### config.mk
export PLATFORM = sky130hd
export DESIGN_NAME = apb_cdtimer
export DESIGN_NICKNAME = d
export VERILOG_FILES = /design/src/rtl/apb_cdtimer_pkg.sv /design/src/rtl/apb_cdtimer_dec.sv /design/src/rtl/apb_cdtimer_core.sv /design/src/rtl/apb_cdtimer.sv
export SDC_FILE = /design/constraint.sdc
export NUM_CORES = 1
export LEC_CHECK = 0
export BUFFER_PORTS_ARGS = -buffer_cell sky130_fd_sc_hd__buf_2
export CAP_MARGIN = 25
export CORE_UTILIZATION = 55
export DETAILED_ROUTE_END_ITERATION = 10
export GPL_ROUTABILITY_DRIVEN = 0
export GPL_TIMING_DRIVEN = 0
export PLACE_DENSITY = 0.75
export REMOVE_ABC_BUFFERS = 1
export SLEW_MARGIN = 20
export SYNTH_ARGS = -nofsm -noshare
export SYNTH_HDL_FRONTEND = slang
export SYNTH_SLANG_ARGS = --single-unit
### constraint.sdc
create_clock -name clk_i -period 8.71 [get_ports clk_i]
set_input_delay 0.871 -clock clk_i [delete_from_list [all_inputs] [get_ports clk_i]]
set_output_delay 0.871 -clock clk_i [all_outputs]
set_load 0.02 [all_outputs]
### src/rtl/apb_cdtimer_pkg.sv
package apb_cdtimer_pkg;
  localparam int unsigned TMR_STRIDE = 'h14;
  localparam int unsigned OFF_LOAD   = 'h00;
  localparam int unsigned OFF_CUR    = 'h04;
  localparam int unsigned OFF_CTRL   = 'h08;
  localparam int unsigned OFF_ACK    = 'h0C;
  localparam int unsigned OFF_STAT   = 'h10;
  localparam int unsigned G_STAT     = 'hA0;
  localparam int unsigned G_ACK      = 'hA4;
  localparam int unsigned G_RAW      = 'hA8;
  localparam int unsigned G_VER      = 'hAC;
  localparam int unsigned MAX_TMR    = G_STAT / TMR_STRIDE;

  typedef struct packed {
    logic mask;
    logic reload;
    logic en;
  } ctrl_t;
endpackage

### src/rtl/apb_cdtimer_dec.sv
module apb_cdtimer_dec
  import apb_cdtimer_pkg::*;
#(
  parameter int unsigned N_TMR  = 2,
  parameter int unsigned ADDR_W = 8
) (
  input  logic [ADDR_W-1:0] addr_i,
  output logic [N_TMR-1:0]  load_sel_o,
  output logic [N_TMR-1:0]  cur_sel_o,
  output logic [N_TMR-1:0]  ctrl_sel_o,
  output logic [N_TMR-1:0]  ack_sel_o,
  output logic [N_TMR-1:0]  stat_sel_o,
  output logic              g_stat_o,
  output logic              g_ack_o,
  output logic              g_raw_o,
  output logic              g_ver_o
);
  for (genvar n = 0; n < N_TMR; n++) begin : g_tmr
    localparam int unsigned BASE = n * TMR_STRIDE;
    assign load_sel_o[n] = addr_i == ADDR_W'(BASE + OFF_LOAD);
    assign cur_sel_o[n]  = addr_i == ADDR_W'(BASE + OFF_CUR);
    assign ctrl_sel_o[n] = addr_i == ADDR_W'(BASE + OFF_CTRL);
    assign ack_sel_o[n]  = addr_i == ADDR_W'(BASE + OFF_ACK);
    assign stat_sel_o[n] = addr_i == ADDR_W'(BASE + OFF_STAT);
  end

  assign g_stat_o = addr_i == ADDR_W'(G_STAT);
  assign g_ack_o  = addr_i == ADDR_W'(G_ACK);
  assign g_raw_o  = addr_i == ADDR_W'(G_RAW);
  assign g_ver_o  = addr_i == ADDR_W'(G_VER);
endmodule

### src/rtl/apb_cdtimer_core.sv
module apb_cdtimer_core
  import apb_cdtimer_pkg::*;
#(
  parameter int unsigned DATA_W = 32
) (
  input  logic              clk_i,
  input  logic              rst_ni,
  input  logic              load_we_i,
  input  logic              ctrl_we_i,
  input  logic [DATA_W-1:0] wdata_i,
  input  logic              ack_i,
  output logic [DATA_W-1:0] load_o,
  output logic [DATA_W-1:0] cnt_o,
  output ctrl_t             ctrl_o,
  output logic              raw_o,
  output logic              irq_o
);
  logic [DATA_W-1:0] load_q, cnt_q;
  ctrl_t             ctrl_q;
  logic              raw_q;
  logic              en_rise, wrap;

  assign en_rise = ctrl_we_i & wdata_i[0] & ~ctrl_q.en;
  assign wrap    = ctrl_q.en & (cnt_q == '0);

  always_ff @(posedge clk_i or negedge rst_ni) begin
    if (!rst_ni) begin
      load_q <= '0;
      ctrl_q <= '0;
    end else begin
      if (load_we_i) load_q <= wdata_i;
      if (ctrl_we_i) ctrl_q <= ctrl_t'(wdata_i[2:0]);
    end
  end

  always_ff @(posedge clk_i or negedge rst_ni) begin
    if (!rst_ni)         cnt_q <= '0;
    else if (en_rise)    cnt_q <= load_q;
    else if (ctrl_q.en)  cnt_q <= wrap ? (ctrl_q.reload ? load_q : '1) : cnt_q - 1'b1;
  end

  // a wrap on the acknowledge edge wins
  always_ff @(posedge clk_i or negedge rst_ni) begin
    if (!rst_ni)     raw_q <= 1'b0;
    else if (wrap)   raw_q <= 1'b1;
    else if (ack_i)  raw_q <= 1'b0;
  end

  assign load_o = load_q;
  assign cnt_o  = cnt_q;
  assign ctrl_o = ctrl_q;
  assign raw_o  = raw_q;
  assign irq_o  = raw_q & ~ctrl_q.mask & ctrl_q.en;

  p_enable_load_r3: assert property (@(posedge clk_i) disable iff (!rst_ni)
    en_rise |=> cnt_q == $past(load_q));
  p_decrement_r4: assert property (@(posedge clk_i) disable iff (!rst_ni)
    (ctrl_q.en && cnt_q != '0) |=> cnt_q == $past(cnt_q) - DATA_W'(1));
  p_reload_load_r5: assert property (@(posedge clk_i) disable iff (!rst_ni)
    (wrap && ctrl_q.reload) |=> cnt_q == $past(load_q));
  p_flag_set_r5: assert property (@(posedge clk_i) disable iff (!rst_ni)
    wrap |=> raw_q);
  p_reload_ones_r6: assert property (@(posedge clk_i) disable iff (!rst_ni)
    (wrap && !ctrl_q.reload) |=> &cnt_q);
  p_hold_r8: assert property (@(posedge clk_i) disable iff (!rst_ni)
    (!ctrl_q.en && !ctrl_we_i) |=> $stable(cnt_q));
  p_ack_clear_r9: assert property (@(posedge clk_i) disable iff (!rst_ni)
    (ack_i && !wrap) |=> !raw_q);
endmodule

### src/rtl/apb_cdtimer.sv
module apb_cdtimer
  import apb_cdtimer_pkg::*;
#(
  parameter int unsigned N_TMR   = 2,
  parameter int unsigned ADDR_W  = 8,
  parameter int unsigned DATA_W  = 32,
  parameter logic [31:0] VERSION = 32'h0001_0200
) (
  input  logic              clk_i,
  input  logic              rst_ni,
  input  logic              psel_i,
  input  logic              penable_i,
  input  logic              pwrite_i,
  input  logic [ADDR_W-1:0] paddr_i,
  input  logic [DATA_W-1:0] pwdata_i,
  output logic [DATA_W-1:0] prdata_o,
  output logic              pready_o,
  output logic              pslverr_o,
  output logic [N_TMR-1:0]  irq_o
);
  localparam int unsigned FLAG_PAD = DATA_W - N_TMR;

  logic [N_TMR-1:0] load_sel, cur_sel, ctrl_sel, ack_sel, stat_sel;
  logic             g_stat, g_ack, g_raw, g_ver;
  logic             wr_acc, rd_acc;
  logic [DATA_W-1:0] load_w [N_TMR];
  logic [DATA_W-1:0] cnt_w  [N_TMR];
  ctrl_t             ctrl_w [N_TMR];
  logic [N_TMR-1:0]  raw_w, msk_w;
  logic [DATA_W-1:0] rdata;

  assign wr_acc = psel_i & penable_i & pwrite_i;
  assign rd_acc = psel_i & penable_i & ~pwrite_i;

  apb_cdtimer_dec #(.N_TMR(N_TMR), .ADDR_W(ADDR_W)) dec_i (
    .addr_i    (paddr_i),
    .load_sel_o(load_sel),
    .cur_sel_o (cur_sel),
    .ctrl_sel_o(ctrl_sel),
    .ack_sel_o (ack_sel),
    .stat_sel_o(stat_sel),
    .g_stat_o  (g_stat),
    .g_ack_o   (g_ack),
    .g_raw_o   (g_raw),
    .g_ver_o   (g_ver)
  );

  for (genvar n = 0; n < N_TMR; n++) begin : g_tmr
    logic irq_n;
    apb_cdtimer_core #(.DATA_W(DATA_W)) core_i (
      .clk_i    (clk_i),
      .rst_ni   (rst_ni),
      .load_we_i(wr_acc & load_sel[n]),
      .ctrl_we_i(wr_acc & ctrl_sel[n]),
      .wdata_i  (pwdata_i),
      .ack_i    (rd_acc & (ack_sel[n] | g_ack)),
      .load_o   (load_w[n]),
      .cnt_o    (cnt_w[n]),
      .ctrl_o   (ctrl_w[n]),
      .raw_o    (raw_w[n]),
      .irq_o    (irq_n)
    );
    assign msk_w[n] = ctrl_w[n].mask;
    assign irq_o[n] = irq_n;
  end

  always_comb begin
    rdata = '0;
    for (int n = 0; n < N_TMR; n++) begin
      if (load_sel[n]) rdata = load_w[n];
      if (cur_sel[n])  rdata = cnt_w[n];
      if (ctrl_sel[n]) rdata = {{(DATA_W-3){1'b0}}, ctrl_w[n]};
      if (stat_sel[n]) rdata = {{(DATA_W-1){1'b0}}, raw_w[n] & ~msk_w[n]};
    end
    if (g_stat) rdata = {{FLAG_PAD{1'b0}}, raw_w & ~msk_w};
    if (g_raw)  rdata = {{FLAG_PAD{1'b0}}, raw_w};
    if (g_ver)  rdata = DATA_W'(VERSION);
  end

  assign prdata_o  = (psel_i && !pwrite_i) ? rdata : '0;
  assign pready_o  = 1'b1;
  assign pslverr_o = 1'b0;

  initial begin
    p_param_fit_r2: assert (N_TMR >= 1 && N_TMR <= MAX_TMR && DATA_W >= 32);
  end

  p_irq_needs_flag_r7: assert property (@(posedge clk_i) disable iff (!rst_ni)
    $rose(irq_o[0]) |-> raw_w[0] && !msk_w[0]);
  p_global_ack_r10: assert property (@(posedge clk_i) disable iff (!rst_ni)
    (rd_acc && g_ack && !ctrl_w[0].en) |=> !raw_w[0]);
endmodule

==> impl_metrics.ini <==
[run_status]
run_status = finished clean

[clock_network]
cts-root-buf = sky130_fd_sc_hd__clkbuf_16
cts_tree = done
cts_hold_repair.buffers = 0
post-cts-setup-buffers = 0
clk_pin_slew_ns = 0.06
cts_buffer_depth = 2
clkLatencyLatePin_ns = 0.43
cts_htree_levels = 4
numClockSinks = 136
ctsResizeCount = 0
number_of_clock_buffers_inserted_by_tritoncts = 17

[placed_design]
port_buffers = 78
place.detailed.instances = 1179
dp_worst_setup_slack_ns = 4.52
detailed_place_hpwl_um = 19100
detailed_place.area_um2 = 9280

[synthesis]
synth.avg_cell_area_um2 = 9.06
postSynthCellCount = 960
synth_enable_flop_cells = 0
postSynthRegisterBits = 136
ranking_of_synthesized_cells_by_instance_count = sky130_fd_sc_hd__dfrtp_1, sky130_fd_sc_hd__nand2_1, sky130_fd_sc_hd__mux2_2
synth_ff_type = sky130_fd_sc_hd__dfrtp_1
seq_area_frac_synth_pct = 39.1
ys_async_sr_fraction_pct = 100
yosysTopAreaCellShare_pct = 39.1
netlist_area_um2 = 8700
yosys.cell_types.count = 68
yosysMostFrequentCell = sky130_fd_sc_hd__dfrtp_1
synthDominantAreaCellType = sky130_fd_sc_hd__dfrtp_1
post_synth_main_area_contributors = sky130_fd_sc_hd__dfrtp_1, sky130_fd_sc_hd__mux2_2, sky130_fd_sc_hd__a21oi_1, sky130_fd_sc_hd__nand2_1, sky130_fd_sc_hd__o21ai_0
ys.warnings.count = 0

[layout]
layout_cell_share_with_drive_strength_beyond_1_pct = 22.0
multi_input_comb_area_um2 = 4950
post-route-cell-area_um2 = 9880
post_layout_nonfiller_instances = 1212
area.sequential_um2 = 3410
nNetsFinal = 1035
area_growth_syn_to_fin_pct = 13.6
n_antenna_cell = 0
filler_cell_count = 1273

[floorplan]
initial_utilization_pct = 56.8
core_um2 = 15300
die_area_um2 = 16300
placement_rows = 45
boundaryPins = 81
die_h_um = 128
die-width_um = 128

[critical_path]
worst_ep_required_time_ns = 7.84
worstSetupStartpointType = input port
critical_path.endpoint_type = primary output
r2r_setup_slack_ns = 5.21
ff2ff_path_depth = 8
r2r_end = g_tmr[1].core_i.cnt_o[5]
worst-path-max-fanout = 29
reg_to_reg_startpoint = g_tmr[1].core_i.cnt_o[0]
timing.setup.critical_path_class = in2out
crit_path_start = paddr_i[1]
timing.critical_path.arrival_ns = 3.35

[drt]
detail_route.wl_per_cell_um = 22.6
post-route-drc-count = 0
firstDrtPassIters = 7
ant_nets = 0
dr.first_iter.drc_count = 1256
detail_route.wirelength_um = 27400
vias = 8333
route.detailed.vias_per_inst = 6.88

[timing]
finalCriticalPeriod_ns = 4.22
final.period_utilization_pct = 48.5
setup_total_negative_slack_ns = 0
finClkSkew_ns = 0.00987
maxSlewViolCount = 0
finalWorstSetupSlack_ns = 4.49
finalSetupViolations = 0
max_freq_mhz = 237
slew_headroom_pct = 28.3
rsz_0062_raised_after_global_routing = false
tightestPinTransition_ns = 1.08
finalHoldViolCount = 0

[hold_path]
timing.hold.worst.class = in2async

[global_route]
track_usage_pct = 35.1
grt.overflow.total = 0
grt_max_degree = 94
grt_pass1_wl_um = 43600
grt_pass1_vias = 7763
grt_antenna_before_repair = 1

[pwr]
power.leakage_nw = 4.18
power.ir.vdd_worst_mv = 0.155
power_per_cell_area_nw_per_um2 = 190

[job]
max-cap-violations = 0
through the flow:
step	utilization, %	hold slack [ns]	power, W
after floorplan	-	0.479	0.00103
after global placement	58.9	0.488	0.00113
after detailed placement	60.6	0.501	0.00115
after CTS	64.4	0.330	0.00187
after global routing	64.5	0.347	0.00196
final	64.5	0.321	0.00188
state kept, by name, summed over array words and instances (netlist names):
name,flops
g_tmr.core_i.load_o,64
g_tmr.core_i.ctrl_o,6
g_tmr.core_i.raw_o,2
g_tmr.core_i.cnt_o,64
power by group:
part | leakage, nW | switching (W) | total (W) | internal [W]
combinational | 2.13 | 0.000166 | 0.000311 | 0.000145
sequential | 1.76 | 0.000141 | 0.000846 | 0.000704
clock | 0.290 | 0.000278 | 0.000723 | 0.000444
metal layers:
| metal | part of all wire [%] | up-vias | track usage [%] |
|---|---|---|---|
| met5 | 0 | - | 0 |
| met4 | 2.9 | 0 | 14.9 |
| met3 | 12 | 54 | 9.10 |
| met2 | 45 | 553 | 52.2 |
| met1 | 40 | 3999 | 48.6 |
| li1 | - | 3727 | - |
critical path: stages:
cell                       delay [ns]
sky130_fd_sc_hd__buf_2           0.13
sky130_fd_sc_hd__nor4_2          0.64
sky130_fd_sc_hd__nand2_1         0.23
sky130_fd_sc_hd__nor2_4          0.71
sky130_fd_sc_hd__a222oi_1        0.26
sky130_fd_sc_hd__a21oi_1         0.28
sky130_fd_sc_hd__buf_2           0.22
layout make-up:
cell class | count | share of cell area [%]
repair buffers | 88 | 6.27
multi-input cells | 730 | 50.0
well taps | 211 | 2.67
clock inverters | 10 | 1.19
clock buffers | 22 | 4.80
flip-flops and latches | 136 | 34.5
inverters | 15 | 0.570
cell usage in the layout (no fill, tap or decap), drive strengths merged, types with 5 or more instances in the layout:
cell type	count
nand4	8
clkinv	6
a211oi	13
nor4b	9
clkbuf	22
nor2	65
o21a	5
o211ai	9
nor4	24
o22ai	12
or3	14
xnor2	18
xor2	9
o32ai	10
nor3	35
nand2b	12
o311ai	5
nor2b	5
and2	8
buf	88
nand2	82
a31oi	14
mux2	80
inv	16
and3	5
o21ai	61
a21oi	74
mux2i	22
dfrtp	136
o31ai	7
nand3	22
or4	14
a222oi	27
cells by family (layout without fill, tap and decap cells):
group | Yosys count | count (layout) | synth area share [%]
AO/OA/AOI/OAI | 275 | 275 | 21.0
XOR/XNOR | 27 | 27 | 2.72
adder cells (fa/ha/maj) | 2 | 2 | 0.288
buffers and inverters | 94 | 135 | 4.40
flip-flops | 136 | 136 | 39.1
multiplexers | 102 | 102 | 12.9
other | 2 | 2 | 0.0864
AND/OR/NAND/NOR | 322 | 322 | 19.5
worst max path at each step:
stage                                 endpoint  slack, ns  cells after the start
CTS                               prdata_o[12]       4.51                      6
finish                            prdata_o[12]       4.49                      7
detailed placement                prdata_o[12]       4.52                      6
global route                      prdata_o[12]       4.38                      7
floorplan                         prdata_o[31]       4.55                      5
global placement    g_tmr[1].core_i.load_o[17]       2.43                      6
No activity file was read; power rests on OpenSTA's default activity.
